$ cat config.mk
export PLATFORM = sky130hd
export DESIGN_NAME = pll_feed_regs
export DESIGN_NICKNAME = d
export VERILOG_FILES = /design/src/rtl/pll_feed_regs.sv
export SDC_FILE = /design/constraint.sdc
export NUM_CORES = 1
export LEC_CHECK = 0
export ABC_AREA = 1
export BUFFER_PORTS_ARGS = -buffer_cell sky130_fd_sc_hd__buf_2
export CAP_MARGIN = 20
export CORE_UTILIZATION = 53
export CTS_BUF_LIST = sky130_fd_sc_hd__clkbuf_16
export CTS_CLUSTER_DIAMETER = 30
export CTS_CLUSTER_SIZE = 12
export DETAILED_ROUTE_END_ITERATION = 6
export GPL_ROUTABILITY_DRIVEN = 0
export PLACE_DENSITY = 0.8
export REMOVE_ABC_BUFFERS = 1
export SKIP_CTS_REPAIR_TIMING = 1
export SLEW_MARGIN = 5
export SYNTH_ARGS = -nofsm -noshare
export SYNTH_HDL_FRONTEND = slang
export SYNTH_SLANG_ARGS = --single-unit
$ cat constraint.sdc
create_clock -name clk -period 2.2 [get_ports clk]
set_clock_uncertainty 0.15 [all_clocks]
set_input_delay 0.11 -clock clk [delete_from_list [all_inputs] [get_ports clk]]
set_output_delay 0.11 -clock clk [all_outputs]
set_load 0.1 [all_outputs]
$ cat src/rtl/pll_feed_regs.sv
module pll_feed_regs #(
  parameter int          ADDR_W      = 2,
  parameter int          DATA_W      = 16,
  parameter int          LOCK_CYCLES = 64,
  parameter logic [7:0]  FEED_KEY1   = 8'hAA,
  parameter logic [7:0]  FEED_KEY2   = 8'h55
) (
  input  logic              clk,
  input  logic              rst_n,
  input  logic              wr_en,
  input  logic [ADDR_W-1:0] addr,
  input  logic [DATA_W-1:0] wdata,
  output logic [DATA_W-1:0] rdata,
  input  logic              pwr_down,
  output logic [4:0]        mul_code,
  output logic [1:0]        div_code,
  output logic              pll_en,
  output logic              clk_sel_pll,
  output logic              locked
);
  localparam int CNT_W = $clog2(LOCK_CYCLES + 1);
  localparam logic [ADDR_W-1:0] A_CTRL = ADDR_W'(0);
  localparam logic [ADDR_W-1:0] A_CFG  = ADDR_W'(1);
  localparam logic [ADDR_W-1:0] A_STAT = ADDR_W'(2);
  localparam logic [ADDR_W-1:0] A_FEED = ADDR_W'(3);

  logic [1:0]       hold_ctrl;
  logic [6:0]       hold_cfg, act_cfg, next_cfg;
  logic             act_en, act_con, next_en, next_con;
  logic             armed, lock_q, restart;
  logic [CNT_W-1:0] cnt;

  wire feed_wr = wr_en && (addr == A_FEED);
  wire key1    = feed_wr && (wdata == DATA_W'(FEED_KEY1));
  wire commit  = feed_wr && armed && (wdata == DATA_W'(FEED_KEY2));

  assign next_cfg = commit ? hold_cfg : act_cfg;
  assign next_en  = !pwr_down && (commit ? hold_ctrl[0] : act_en);
  assign next_con = !pwr_down && (commit ? hold_ctrl[1] : act_con);
  assign restart  = next_en && (!act_en || (next_cfg != act_cfg));

  always_ff @(posedge clk or negedge rst_n) begin
    if (!rst_n) begin
      hold_ctrl <= '0;
      hold_cfg  <= '0;
      act_cfg   <= '0;
      act_en    <= 1'b0;
      act_con   <= 1'b0;
      armed     <= 1'b0;
    end else begin
      if (wr_en && addr == A_CTRL) hold_ctrl <= wdata[1:0];
      if (wr_en && addr == A_CFG)  hold_cfg  <= wdata[6:0];
      if (wr_en) armed <= key1;
      act_cfg <= next_cfg;
      act_en  <= next_en;
      act_con <= next_con;
    end
  end

  always_ff @(posedge clk or negedge rst_n) begin
    if (!rst_n) begin
      cnt    <= '0;
      lock_q <= 1'b0;
    end else if (!next_en || restart) begin
      cnt    <= '0;
      lock_q <= 1'b0;
    end else if (!lock_q) begin
      if (cnt == CNT_W'(LOCK_CYCLES - 1)) lock_q <= 1'b1;
      else                                 cnt    <= cnt + 1'b1;
    end
  end

  always_comb begin
    rdata = '0;
    case (addr)
      A_CTRL:  rdata[1:0]  = hold_ctrl;
      A_CFG:   rdata[6:0]  = hold_cfg;
      A_STAT:  rdata[10:0] = {lock_q, act_con, act_en, 1'b0, act_cfg};
      default: rdata = '0;
    endcase
  end

  assign mul_code    = act_cfg[4:0];
  assign div_code    = act_cfg[6:5];
  assign pll_en      = act_en;
  assign clk_sel_pll = act_en && act_con;
  assign locked      = lock_q;
endmodule

==> flow_summary.ini, run 1 <==
[timing]
fmax_mhz = 541
tightest_slew_ns = 0.619
slew_headroom_pct = 58.7
period_needed_ns = 1.85
period_share_pct = 84.0
setup_viol = 0
whs_ns = -0.00152
setup_tns_ns = 0
rsz0062_at_grt = no
final-max-slew-violation-count = 0
fin_ws_ns = 0.352
hold_violations = 1

[pwr]
ir_drop_v = 0.000302
switchingPower_mw = 0.380
leakage_nw = 1.16
combPwrFrac_pct = 19.8
swShare_pct = 31.7
p_int_mw = 0.820
pwr-share-clk_pct = 34.7
sequentialPowerShare_pct = 45.6
power_mw = 1.20
powerDensity_nw_per_um2 = 555

[global_route]
grt_usage_pct = 23.0
grt_pass1_vias = 1481
grt_max_degree = 28
grt_first_pass_wirelength_um = 6290
overflow = 0
antenna_found_initial = 0

[worst_setup_path]
critical_path_arrival_ns = 1.85
crit_required_ns = 2.20
crit_chain = ha_1 -> nand3_1 -> nor2_1 -> inv_1 -> nor2_1 -> nor2_4 -> inv_2 -> nor2_2 -> nand3_1 -> xor2_1 -> nor2_2
slowest_delay_ns = 0.42
critPathBufInv = 2
critPathMaxFanout = 6
critPathLaunchType = flop
crit_type = reg2reg
worstSetupEndpointType = flop
crit_family = simple AND/OR/NAND/NOR gates
cpMaxStageDelayCell = dfrtp_1

[drt]
drtIter0Drc = 79
drc = 0
first_pass_iters = 4
wirelength_um = 3830
via_per_inst = 4.98
dr_total_vias = 1649
wl_per_cell_um = 11.6
ant_nets = 0

[cts]
clock-sinks = 27
numCtsBuffers = 3
tritoncts = done
cts_buffer_depth = 2
clk-insertion-delay-late_ns = 0.26
path_clk_slew_ns = 0.07
cts_htree_levels = 1
clk_root_buffer_cell = clkbuf_16

[placement]
dp_cells = 324
hpwl_um = 2840
dp_worst_setup_slack_ns = 0.379
io_buffers = 41

[finish]
post-route-util_pct = 68.6
diodes = 0
syn_to_final_growth_pct = 18.1
instances_no_fill = 331
fin_nets = 315
drive_gt1_share_pct = 29.3

[synth]
synth-main-ff-cell = dfrtp_1
synth_edf_count = 0
synth_area_sq_um = 1830
syn_inst = 244
ys_ff_latch = 27
ys_types = 27
ys_async_sr_fraction_pct = 100
yosys_warnings = 0
ys_seq_area_share_pct = 36.9
syn_area_per_cell_sq_um = 7.51

[floorplanning]
chipWidth_um = 60.8
initial_core_util_pct = 58.1
core_sq_um = 3150
die-area_sq_um = 3700
row_count = 20
pin_count = 48
die_y_um = 60.8

[status]
status = complete, but fails checks
violations = negative hold slack

[worst_hold_path]
min_path_type = in2reg

[job]
drv_cap = 0
## layout make-up
class                           count  area, sq um
Timing Repair Buffer               44          235
Clock inverter                      1         7.51
Multi-Input combinational cell    167          946
Sequential cell                    27          676
Inverter                           45          169
Clock buffer                        3         75.1
Tap cell                           44         55.1
Fill cell                         275          990
## Yosys cell counts, drive strengths merged (2+ instances only)
master / n / area (sq um)
a21oi: 8 / 40.0
buf: 6 / 45.0
clkbuf: 4 / 15.0
dfrtp: 27 / 676
ha: 5 / 62.6
inv: 45 / 169
nand2: 65 / 269
nand3: 17 / 140
nand4: 8 / 50.1
nor2: 33 / 205
nor3: 2 / 15.0
o21ai: 15 / 75.1
xnor2: 3 / 26.3
xor2: 2 / 17.5
## sequential cells by signal, summed over array words and instances, names as in the netlist
| name | count |
|---|---|
| act_cfg | 7 |
| cnt | 7 |
| pll_en | 1 |
| act_con | 1 |
| hold_ctrl | 2 |
| hold_cfg | 7 |
| locked | 1 |
| armed | 1 |
## cells in the final DEF (no fill, tap or decap)
cell	synthesis	layout
nor3_1	1	1
dfrtp_1	27	27
dlygate4sd3_1	0	3
conb_1	1	6
nand2_2	4	4
xor2_1	2	2
ha_1	5	5
clkinvlp_4	0	1
clkbuf_16	0	3
xnor2_1	3	3
nand2_1	59	59
nor2_4	4	4
nand4_1	8	8
buf_2	0	41
nand2_4	2	2
nor2_2	14	14
o211a_1	1	1
nand3_4	2	2
nor3_2	1	1
o22ai_1	1	1
inv_2	5	5
nor2_8	1	1
inv_1	40	40
o21ai_0	15	15
nand3_2	6	6
nand3_1	9	9
nor4_1	1	1
a21oi_1	8	8
nor2_1	14	14
## tightest hold or removal path: cells and delay by family
family,cells,cell delay [ns]
buffers and inverters,1,0.12
AND/OR/NAND/NOR,1,0.10
AO/OA/AOI/OAI,1,0.04
## power by group through the flow
| stage | logic (mW) | registers [mW] | clock network, mW |
|---|---|---|---|
| 2_1_floorplan | 0.174 | 0.549 | 0 |
| 3_3_place_gp | 0.230 | 0.554 | 0 |
| 3_5_place_dp | 0.232 | 0.555 | 0 |
| 4_1_cts | 0.233 | 0.546 | 0.424 |
| 5_1_grt | 0.259 | 0.550 | 0.440 |
| 6_report | 0.237 | 0.547 | 0.416 |
## worst paths after layout
path,startpoint,end,cells past startpoint,slack [ns]
worst max-delay path,cnt[0],cnt[5],11,0.35
worst min-delay path,wdata[2],hold_cfg[2],3,-0.002
worst max register to register,cnt[0],cnt[5],11,0.35
worst min register to register,hold_ctrl[1],hold_ctrl[1],2,0.39
max in group asynchronous,rst_n,act_cfg[0],2,1.24
min in group asynchronous,rst_n,hold_cfg[2],2,0.27
## through the flow
stage	area [sq um]	hold WS, ns
after global placement	2050	0.00104
after floorplan	1790	-0.336
final	2160	-0.00152
after CTS	2130	-0.278
after detailed placement	2050	0.000798
after global routing	2160	0.0198
## metal layers
layer  track usage, %  share of wire (%)  wire length (um)  up-vias
met1             30.4                 45              1700      753
met3             2.77                6.2               239        4
li1                 -                  -                 -      833
met5                0                  0                 0        -
met2             38.6                 48              1840       59
met4             8.77                1.1                42        0
## logic make-up (layout without fill, tap and decap cells)
family | count (synthesis) | after routing | share of synthesized area (%)
other | 1 | 6 | 0.205
XOR/XNOR | 5 | 5 | 2.39
AO/OA/AOI/OAI | 25 | 25 | 7.17
buffers and inverters | 55 | 93 | 12.5
adder cells (fa/ha/maj) | 5 | 5 | 3.42
flip-flops | 27 | 27 | 36.9
AND/OR/NAND/NOR | 126 | 126 | 37.4
No activity file was read; power rests on OpenSTA's default activity.
==> run 2, diff against run 1 <==
Clock period 2.2 ns to 1.9 ns, I/O delays scaled along.
==> flow_summary.ini, run 2 (synthesized netlist as in run 1, its figures left out) <==
[status]
status = complete, but fails checks
violations = negative hold slack

[cts]
clock-sinks = 27
clk-insertion-delay-late_ns = 0.26
path_clk_slew_ns = 0.07
numCtsBuffers = 3
cts_buffer_depth = 2
cts_htree_levels = 1
clk_root_buffer_cell = clkbuf_16
tritoncts = done

[drt]
wl_per_cell_um = 11.6
ant_nets = 0
dr_total_vias = 1685
first_pass_iters = 4
wirelength_um = 3910
drtIter0Drc = 112
drc = 0
via_per_inst = 5.00

[placement]
io_buffers = 41
placed_area_sq_um = 2160
hpwl_um = 2870
dp_cells = 325
dp_worst_setup_slack_ns = 0.107

[timing]
whs_ns = -0.00730
period_needed_ns = 1.77
fmax_mhz = 564
tightest_slew_ns = 0.607
hold_violations = 2
slew_headroom_pct = 59.6
fin_ws_ns = 0.127
setup_viol = 0
final-max-slew-violation-count = 0
setup_tns_ns = 0
period_share_pct = 93.3

[worst_hold_path]
worstHoldPathCells = 3
hold_path_end = hold_cfg[0]
min_from = wdata[0]
min_path_type = in2reg

[worst_setup_path]
critPathBufInv = 2
critical_path_arrival_ns = 1.78
slowest_delay_ns = 0.40
worstSetupEndpointType = flop
reg2reg_depth = 11
critPathLaunchType = flop
r2r_end = cnt[5]
crit_type = reg2reg
critPathMaxFanout = 5
rrSetupSlack_ns = 0.13
cpMaxStageDelayCell = dfrtp_1
crit_chain = ha_1 -> nand3_1 -> nor2_1 -> inv_1 -> nor2_1 -> nor2_4 -> inv_2 -> nor2_4 -> nand3_1 -> xor2_1 -> nor2_2
crit_family = simple AND/OR/NAND/NOR gates
crit_required_ns = 1.90
regToRegStartpoint = cnt[0]

[finish]
diodes = 0
fillerInstances = 244
syn_to_final_growth_pct = 26.8
layout_common_cells = 59 x nand2_1, 41 x inv_1, 34 x buf_2
drive_gt1_share_pct = 29.4
layout_commonest_cell = nand2_1
regArea_sq_um = 676
final_cell_area_sq_um = 2320
instances_no_fill = 337
fin_nets = 321
largestRegisters = act_cfg: 7 flops, cnt: 7 flops, hold_cfg: 7 flops
multiInputGateArea_sq_um = 951

[pwr]
power_mw = 1.42
ir_drop_v = 0.000368
leakage_nw = 1.21
powerDensity_nw_per_um2 = 613

[floorplanning]
chipWidth_um = 60.8
row_count = 20
die-area_sq_um = 3700
pin_count = 48
core_sq_um = 3150
die_y_um = 60.8
initial_core_util_pct = 58.1

[global_route]
grt_usage_pct = 23.2
antenna_found_initial = 0
grt_first_pass_wirelength_um = 6290
grt_max_degree = 28
overflow = 0
grt_pass1_vias = 1465

[job]
drv_cap = 0
## run 2: how the worst max path moves through the flow
stage | from | endpoint | slack [ns] | cells after the start
2_1_floorplan | act_cfg[6] | rdata[6] | -0.93 | 2
3_3_place_gp | cnt[0] | cnt[5] | 0.18 | 11
6_report | cnt[0] | cnt[5] | 0.13 | 11
3_5_place_dp | cnt[0] | cnt[5] | 0.11 | 11
5_1_grt | cnt[1] | cnt[5] | -0.003 | 11
4_1_cts | cnt[0] | cnt[5] | 0.09 | 11
## run 2: layout make-up
class                           count  share of cell area [%]
Multi-Input combinational cell    167                    40.9
Sequential cell                    27                    29.1
Timing Repair Buffer               50                    16.9
Inverter                           45                    7.27
Clock buffer                        3                    3.23
Tap cell                           44                    2.37
Clock inverter                      1                   0.162
## run 2: power breakdown
group	internal, mW	leakage [nW]	switching [mW]
Combinational	0.0892	0.810	0.222
Sequential	0.605	0.359	0.0262
Clock	0.282	0.0423	0.198
Total	0.977	1.21	0.447
## run 2: worst reg2reg max path, stage by stage (launching register included)
cell,delay [ns]
dfrtp_1,0.40
ha_1,0.23
nand3_1,0.09
nor2_1,0.04
inv_1,0.06
nor2_1,0.06
nor2_4,0.16
inv_2,0.07
nor2_4,0.10
nand3_1,0.09
xor2_1,0.16
nor2_2,0.05
## run 2: routing by layer
layer | track usage, % | routed length, um | up-vias
met1 | 29.2 | 1770 | 784
met3 | 2.99 | 178 | 4
met2 | 39.2 | 1910 | 53
li1 | - | - | 844
met5 | 0 | 0 | -
met4 | 11.7 | 55 | 0
## run 2: through the flow
stage | util [%] | hold slack (ns)
global placement | 68.6 | -0.0154
detailed placement | 68.6 | -0.0124
finish | 73.7 | -0.00730
floorplan | - | -0.351
CTS | 71.1 | -0.296
global route | 73.7 | 0.0144
==> run 3, diff against run 2 <==
Settings changed: SETUP_SLACK_MARGIN set to 0.15.
Clock period 1.9 ns to 1.8 ns, I/O delays scaled along.
==> flow_summary.ini, run 3 (synthesized netlist as in run 1, its figures left out) <==
[status]
status = complete, but fails checks
violations = negative hold slack, negative setup slack

[timing]
hold_violations = 4
period_share_pct = 102
slew_headroom_pct = 58.8
final-max-slew-violation-count = 0
tightest_slew_ns = 0.619
period_needed_ns = 1.83
whs_ns = -0.0296
fmax_mhz = 547
fin_ws_ns = -0.0286
rsz0062_at_grt = yes
setup_tns_ns = -0.0286
setup_viol = 1

[finish]
largestRegisters = act_cfg: 7 flops, cnt: 7 flops, hold_cfg: 7 flops
regArea_sq_um = 676
final_cell_area_sq_um = 2450
instances_no_fill = 342
multiInputGateArea_sq_um = 988
layout_commonest_cell = nand2_1
diodes = 0
fin_nets = 326
post-route-util_pct = 77.8
syn_to_final_growth_pct = 33.9
layout_common_cells = 59 x nand2_1, 40 x inv_1, 31 x buf_2
drive_gt1_share_pct = 32.9
fillerInstances = 226

[job]
drv_cap = 0

[global_route]
grt_first_pass_wirelength_um = 6780
grt_pass1_vias = 1612
grt_usage_pct = 25.1
antenna_found_initial = 0
overflow = 0
grt_max_degree = 28

[floorplanning]
core_sq_um = 3150
pin_count = 48
die-area_sq_um = 3700
chipWidth_um = 60.8
row_count = 20
die_y_um = 60.8
initial_core_util_pct = 58.1

[worst_setup_path]
critPathLaunchType = flop
crit_type = reg2reg
crit_required_ns = 1.81
critical_path_arrival_ns = 1.84
crit_chain = ha_4 -> nand3_2 -> nor2_1 -> inv_1 -> nor2_2 -> nor2_4 -> inv_2 -> nor2_4 -> nand3_2 -> xor2_1 -> nor2_2
slowest_delay_ns = 0.43
critPathMaxFanout = 5
cpMaxStageDelayCell = dfrtp_1
worstSetupEndpointType = flop

[cts]
clk_root_buffer_cell = clkbuf_16
path_clk_slew_ns = 0.07
cts_buffer_depth = 2
clk-insertion-delay-late_ns = 0.27
clock-sinks = 27
cts_htree_levels = 1
numCtsBuffers = 3
tritoncts = done

[drt]
via_per_inst = 5.09
dr_total_vias = 1741
drtIter0Drc = 75
first_pass_iters = 4
wirelength_um = 4470
ant_nets = 0
drc = 0
wl_per_cell_um = 13.1

[pwr]
leakage_nw = 1.24
power_mw = 1.52
powerDensity_nw_per_um2 = 620
ir_drop_v = 0.000335

[worst_hold_path]
min_path_type = in2reg

[placement]
hpwl_um = 3050
dp_cells = 326
placed_area_sq_um = 2220
dp_worst_setup_slack_ns = 0.0191
io_buffers = 41
[run 3: layout make-up]
cell class / count / area share [%]
multi-input combinational: 167 / 40.3
tap: 44 / 2.24
timing repair buffer: 55 / 19.8
sequential: 27 / 27.5
inverter: 45 / 6.88
clock buffer: 3 / 3.06
clock inverter: 1 / 0.204
[run 3: worst paths after layout]
check / start / to / slack (ns) / depth (start not counted)
worst max-delay path: cnt[1] / cnt[5] / -0.03 / 11
min in group asynchronous: rst_n / act_cfg[5] / 0.22 / 2
worst max register to register: cnt[1] / cnt[5] / -0.03 / 11
worst min-delay path: wdata[4] / hold_cfg[4] / -0.03 / 3
max in group asynchronous: rst_n / cnt[2] / 0.87 / 2
worst min register to register: hold_ctrl[1] / hold_ctrl[1] / 0.37 / 2
[run 3: where the power goes]
part | internal (mW) | switching, mW
logic | 0.0942 | 0.235
clock network | 0.301 | 0.223
registers | 0.639 | 0.0284
[run 3: routing by layer]
layer,up-vias,share of wire [%],global-route usage [%]
met5,-,0,0
met4,0,3.7,12.7
met3,13,4.7,3.84
met2,68,52,45.2
met1,809,40,28.8
li1,851,-,-
[run 3: critical path, delay by kind of cell (launching register included)]
| family | cells | cell delay [ns] |
|---|---|---|
| fa+ha+maj | 1 | 0.18 |
| buf+inv | 2 | 0.16 |
| flops | 1 | 0.43 |
| xor+xnor | 1 | 0.23 |
| simple gates | 7 | 0.57 |
